<file path="config.mk">
export PLATFORM = sky130hd
export DESIGN_NAME = col_loader
export DESIGN_NICKNAME = d
export VERILOG_FILES = /design/src/rtl/col_loader_pkg.sv /design/src/rtl/col_tok_ring.sv /design/src/rtl/col_tmp_bank.sv /design/src/rtl/col_out_bank.sv /design/src/rtl/col_loader.sv
export SDC_FILE = /design/constraint.sdc
export NUM_CORES = 2
export LEC_CHECK = 0
export BUFFER_PORTS_ARGS = -buffer_cell sky130_fd_sc_hd__buf_4
export CORE_MARGIN = 3
export CORE_UTILIZATION = 35
export CTS_CLUSTER_SIZE = 40
export DETAILED_ROUTE_END_ITERATION = 16
export PLACE_DENSITY = 0.61
export SYNTH_ARGS = -nofsm -noshare
export SYNTH_HDL_FRONTEND = slang
export SYNTH_HIERARCHICAL = 1
export SYNTH_SLANG_ARGS = --single-unit
</file>
<file path="constraint.sdc">
create_clock -name clk_i -period 1.2 [get_ports clk_i]
set_input_delay 0.18 -clock clk_i [delete_from_list [all_inputs] [get_ports clk_i]]
set_output_delay 0.18 -clock clk_i [all_outputs]
set_load 0.005 [all_outputs]
</file>
<file path="src/rtl/col_loader_pkg.sv">
package col_loader_pkg;
  typedef struct packed {
    logic up;
    logic reduced;
  } walk_cfg_t;
endpackage

</file>
<file path="src/rtl/col_tok_ring.sv">
module col_tok_ring
  import col_loader_pkg::*;
#(
  parameter int N_POS = 200,
  parameter int N_RED = 192
) (
  input  logic             clk_i,
  input  logic             rst_ni,
  input  logic             strobe_i,
  input  logic             start_i,
  input  logic             dir_i,
  input  logic             reduced_i,
  output logic [N_POS-1:0] cap_o,
  output logic             token_o
);
  localparam int IW = $clog2(N_POS);

  logic [N_POS-1:0] tok_q, tok_d, cap;
  walk_cfg_t        cfg_q, cfg_eff;
  logic [IW-1:0]    top_idx, first_idx;
  logic             last_hit, tok_out_q;

  // config of the live walk; a start overrides it in its own cycle
  always_comb begin
    cfg_eff = cfg_q;
    if (start_i) begin
      cfg_eff.up      = dir_i;
      cfg_eff.reduced = reduced_i;
    end
  end

  assign top_idx   = cfg_eff.reduced ? IW'(N_RED - 1) : IW'(N_POS - 1);
  assign first_idx = cfg_eff.up ? '0 : top_idx;

  for (genvar i = 0; i < N_POS; i++) begin : g_pos
    logic up_src, dn_src;
    assign cap[i] = strobe_i & (start_i ? (IW'(i) == first_idx) : tok_q[i]);
    if (i > 0) begin : g_up
      assign up_src = cap[i-1] & (IW'(i - 1) != top_idx);
    end else begin : g_up0
      assign up_src = 1'b0;
    end
    if (i < N_POS - 1) begin : g_dn
      assign dn_src = cap[i+1];
    end else begin : g_dn0
      assign dn_src = 1'b0;
    end
    assign tok_d[i] = cfg_eff.up ? up_src : dn_src;
  end

  assign last_hit = cfg_eff.up ? cap[top_idx] : cap[0];

  always_ff @(posedge clk_i or negedge rst_ni) begin
    if (!rst_ni) begin
      tok_q     <= '0;
      cfg_q     <= '0;
      tok_out_q <= 1'b0;
    end else begin
      tok_out_q <= last_hit;
      if (strobe_i) tok_q <= tok_d;
      if (strobe_i && start_i) cfg_q <= cfg_eff;
    end
  end

  assign cap_o   = cap;
  assign token_o = tok_out_q;

  AST_TOK_ONEHOT: assert property (@(posedge clk_i) disable iff (!rst_ni)
    $onehot0(tok_q));
  AST_ONE_WRITER: assert property (@(posedge clk_i) disable iff (!rst_ni)
    $onehot0(cap_o));
  AST_TOKO_PULSE: assert property (@(posedge clk_i) disable iff (!rst_ni)
    token_o |=> !token_o);
  AST_TOKO_CLEAR: assert property (@(posedge clk_i) disable iff (!rst_ni)
    token_o |-> (tok_q == '0));
  AST_NO_TOK_NO_CAP: assert property (@(posedge clk_i) disable iff (!rst_ni)
    (!start_i && tok_q == '0) |-> (cap_o == '0));

  if (N_RED < N_POS) begin : g_red_chk
    AST_RED_IDLE: assert property (@(posedge clk_i) disable iff (!rst_ni)
      (start_i ? reduced_i : cfg_q.reduced) |-> (cap_o[N_POS-1:N_RED] == '0));
  end
endmodule

</file>
<file path="src/rtl/col_tmp_bank.sv">
module col_tmp_bank #(
  parameter int N_POS = 200,
  parameter int DW    = 6
) (
  input  logic                clk_i,
  input  logic                rst_ni,
  input  logic [N_POS-1:0]    cap_i,
  input  logic [DW-1:0]       data_i,
  output logic [N_POS*DW-1:0] tmp_o
);
  for (genvar i = 0; i < N_POS; i++) begin : g_ch
    logic [DW-1:0] val_q;
    always_ff @(posedge clk_i or negedge rst_ni) begin
      if (!rst_ni)       val_q <= '0;
      else if (cap_i[i]) val_q <= data_i;
    end
    assign tmp_o[i*DW +: DW] = val_q;

    AST_TMP_HOLD: assert property (@(posedge clk_i) disable iff (!rst_ni)
      !cap_i[i] |=> $stable(tmp_o[i*DW +: DW]));
  end
endmodule

</file>
<file path="src/rtl/col_out_bank.sv">
module col_out_bank #(
  parameter int N_POS = 200,
  parameter int DW    = 6
) (
  input  logic                clk_i,
  input  logic                rst_ni,
  input  logic                latch_i,
  input  logic [N_POS*DW-1:0] tmp_i,
  output logic [N_POS*DW-1:0] out_o
);
  logic [N_POS*DW-1:0] out_q;

  always_ff @(posedge clk_i or negedge rst_ni) begin
    if (!rst_ni)      out_q <= '0;
    else if (latch_i) out_q <= tmp_i;
  end

  assign out_o = out_q;

  AST_OUT_HOLD: assert property (@(posedge clk_i) disable iff (!rst_ni)
    !latch_i |=> $stable(out_o));
endmodule

</file>
<file path="src/rtl/col_loader.sv">
module col_loader
  import col_loader_pkg::*;
#(
  parameter int N_POS = 200,
  parameter int N_RED = 192,
  parameter int DW    = 6
) (
  input  logic                clk_i,
  input  logic                rst_ni,
  input  logic                strobe_i,
  input  logic                start_i,
  input  logic                dir_i,
  input  logic                reduced_i,
  input  logic [DW-1:0]       data_i,
  input  logic                latch_i,
  output logic                token_o,
  output logic [N_POS*DW-1:0] out_o
);
  logic [N_POS-1:0]    cap;
  logic [N_POS*DW-1:0] tmp;

  col_tok_ring #(.N_POS(N_POS), .N_RED(N_RED)) u_ring (
    .clk_i    (clk_i),
    .rst_ni   (rst_ni),
    .strobe_i (strobe_i),
    .start_i  (start_i),
    .dir_i    (dir_i),
    .reduced_i(reduced_i),
    .cap_o    (cap),
    .token_o  (token_o)
  );

  col_tmp_bank #(.N_POS(N_POS), .DW(DW)) u_tmp (
    .clk_i  (clk_i),
    .rst_ni (rst_ni),
    .cap_i  (cap),
    .data_i (data_i),
    .tmp_o  (tmp)
  );

  col_out_bank #(.N_POS(N_POS), .DW(DW)) u_out (
    .clk_i  (clk_i),
    .rst_ni (rst_ni),
    .latch_i(latch_i),
    .tmp_i  (tmp),
    .out_o  (out_o)
  );

  AST_RST_QUIET: assert property (@(posedge clk_i) disable iff (!rst_ni)
    $rose(rst_ni) |-> !token_o);
endmodule

</file>
==> flow_summary.yaml <==
detailed_routing:
  drtIter0Drc: 3208
  route.met3.wl_um: 22750
  wl_um: 315900
  detail_route.wl_per_cell_um: 25.51
  vias_per_cell: 4.870
  vias: 60300
  drt-met1-wl_um: 136000
  drc: 0
  wl_met2_um: 148500
  drt_first_pass_iters: 5
  drtAntennaViolNets: 0
  routed.top_layer: "met4"
cts:
  h-tree-depth: 5
  insertion_delay_ps: 880
  clk_path_buf_depth: 4
  cts_tree: "yes"
  cts_root_buffer: "clkbuf_16"
  clk_pin_slew_worst_paths_ps: 60
  cts.sinks: 2603
  numCtsBuffers: 288
global_routing:
  grt_max_degree: 82
  gr-total-overflow: 0
  track_usage_pct: 20.56
  antenna_found_initial: 9
  grt_pass1_wl_um: 464000
  grt_pass1_vias: 65840
run_status:
  outcome: "finished with violations"
  violations: "setup timing"
floorplanning:
  core_um2: 291800
  die_w_um: 548.3
  die_area_um2: 300600
  ios: 1214
  start_util_pct: 35.27
  rows: 198
  die_h_um: 548.3
timing:
  max_slew.worst_pin.slew_ps: 690.8
  slew_viol_final: 0
  period_needed_ps: 1685
  finClkSkew_ps: 45.42
  worst_slack_ps: -484.8
  maxSlewHeadroom_pct: 53.95
  rsz0062_at_grt: "yes"
  hold_viol_final: 0
  period_share_pct: 140.4
  setup_viol: 2022
  fmax_mhz: 593.6
logic_synthesis:
  yosysSeqAreaShare_pct: 63.28
  synth_top_area_share_pct: 63.28
  synth_cell_types: 29
  ys_top_cells_by_area: "dfrtp_1, mux2_2, mux2i_1"
  synth_top_area_cell: "dfrtp_1"
  netlist_instances: 6407
  syn_area_per_cell_um2: 16.07
  ys_warn_count: 6
  synth_fp_nets: 6420
  ys_ff_latch: 2603
  netlist_area_um2: 102900
pwr:
  p_total_mw: 233.2
  p_switching_mw: 58.72
  p_leak_nw: 68.94
  ir_drop_mv: 1.164
  p_seq_share_pct: 46.0
  powerDensity_nw_per_um2: 1676
  comb_power_share_pct: 15.5
  cellInternalPower_mw: 174.5
  p_clk_share_pct: 38.5
  switching_share_pct: 25.18
setup_path:
  critPathArrivalTime_ps: 1500
  r2r-end: "u_ring/tok_q[136]$_DFFE_PN0P_"
  r2r_slack_ps: -330
  path_cells: "buf_6"
  path_max_fanout: 2
  r2r-start: "u_ring/cfg_q[1]$_DFFE_PN0P_"
  cp-end-kind: "output pin"
  cp_slowest_cell: "dfrtp_2"
  cp.buffers_inverters: 1
  cp_top_family: "flip-flops"
  max_stage_delay_ps: 480
  critical_path_class: "register to output pin"
  ff2ff_path_depth: 6
  start_kind: "register"
  cp_data_required_time_ps: 1020
hold_path:
  hold_end: "u_ring/tok_q[1]$_DFFE_PN0P_"
  hold_path_startpoint: "start_i"
  worstHoldPathCells: 5
  hold_class: "input port to register"
placed_design:
  hpwlAfterDp_um: 221300
  port_buffers: 1213
  routabilityCongestion: 0.8120
  dpl.cell_count: 11520
cells_and_area:
  finish.net_count: 8271
  drive_gt1_share_pct: 63.48
  instances_no_fill: 12380
  syn2layout_area_growth_pct: 35.15
flow_run:
  drv_cap: 0
flip-flops by register name, summed over array words and instances, names as in the netlist:
register	cells
u_out/out_o	1200
u_tmp/g_ch.val_q	1200
u_ring/tok_q	200
u_ring/cfg_q	2
u_ring/token_o	1
Yosys cell counts:
master	instances
o21ai_0	4
o41ai_2	1
nand3b_1	1
mux2i_1	197
buf_8	11
clkbuf_1	125
inv_1	5
a2111oi_2	1
o22ai_1	4
nor3b_1	1
mux2_4	120
o2bb2ai_1	193
clkbuf_2	121
inv_4	1
mux2_2	2282
o211a_1	2
nand2_4	1
dfrtp_1	2603
nor2b_1	3
buf_4	211
a41o_1	1
nand2_1	4
nor2_1	9
a22o_1	1
and3_1	194
a21oi_1	1
a211oi_1	1
buf_6	129
buf_2	180
what timing repair did:
action,in CTS,in global routing
gates cloned,14,0
endpoints found under the hold margin,2802,7
buffers inserted,260,73
hold buffers,13,4
pin swaps,4,0
resized for setup,1383,110
endpoints found under the setup margin,1715,2497
metal layers:
layer,GRT usage (%),up-vias
li1,-,26100
met1,27.14,32250
met2,33.08,1567
met3,5.978,379
met4,5.465,0
met5,0,-
logic make-up after synthesis:
kind of cell	synth area share [%]
AO/OA/AOI/OAI	1.766
buffers and inverters	5.054
flip-flops	63.28
multiplexers	28.63
AND/OR/NAND/NOR	1.270
layout make-up:
cell class | instances | area, um2
diodes | 9 | 22.52
clock buffers | 400 | 8288
clock inverters | 104 | 1287
fillers | 24860 | 152700
inverters | 6 | 37.54
multi-input cells | 3021 | 33260
flip-flops and latches | 2603 | 65330
well taps | 3900 | 4880
repair buffers | 2338 | 26020
power groups by stage:
stage | sequential [mW] | combinational, mW | clock (mW)
after global routing | 108 | 38.7 | 95.7
after CTS | 107 | 36.0 | 92.2
after detailed placement | 108 | 29.8 | 0
final | 107 | 36.2 | 89.8
after global placement | 107 | 29.2 | 0
after floorplan | 105 | 13.0 | 0
worst max-delay path by stage:
| stage | from | end | cells after the start |
|---|---|---|---|
| 2_1_floorplan | start_i | u_tmp/g_ch[193].val_q[0]$_DFFE_PN0P_ | 8 |
| 3_3_place_gp | start_i | u_tmp/g_ch[96].val_q[0]$_DFFE_PN0P_ | 6 |
| 3_5_place_dp | start_i | u_tmp/g_ch[74].val_q[1]$_DFFE_PN0P_ | 6 |
| 4_1_cts | u_out/out_o[906]$_DFFE_PN0P_ | out_o[906] | 1 |
| 5_1_grt | u_out/out_o[906]$_DFFE_PN0P_ | out_o[906] | 1 |
| 6_report | u_out/out_o[906]$_DFFE_PN0P_ | out_o[906] | 1 |
placed cells by master (no fill, tap or decap), types with 149 or more instances in the layout:
cell and instances:
mux2i_1 197, buf_4 816, buf_12 274, mux2_4 230, clkbuf_16 296, mux2_2 2172
o2bb2ai_1 192, dfrtp_1 2453, buf_6 1204, dfrtp_2 149
metrics by stage:
step                      hold WS (ps)  setup WS [ps]  util, %  area (um2)  TNS, ps
after floorplan                 -115.6         -289.8        -      103500  -309470
after detailed placement         366.7         -543.2    41.62      121500  -756720
final                           0.3663         -484.8    47.67      139100  -521740
after CTS                        1.439         -597.1    47.42      138400  -914330
after global placement           367.8         -552.9    41.62      121500  -740220
after global routing             9.075         -561.1    47.66      139100  -640760
No activity file was read; power rests on OpenSTA's default activity.
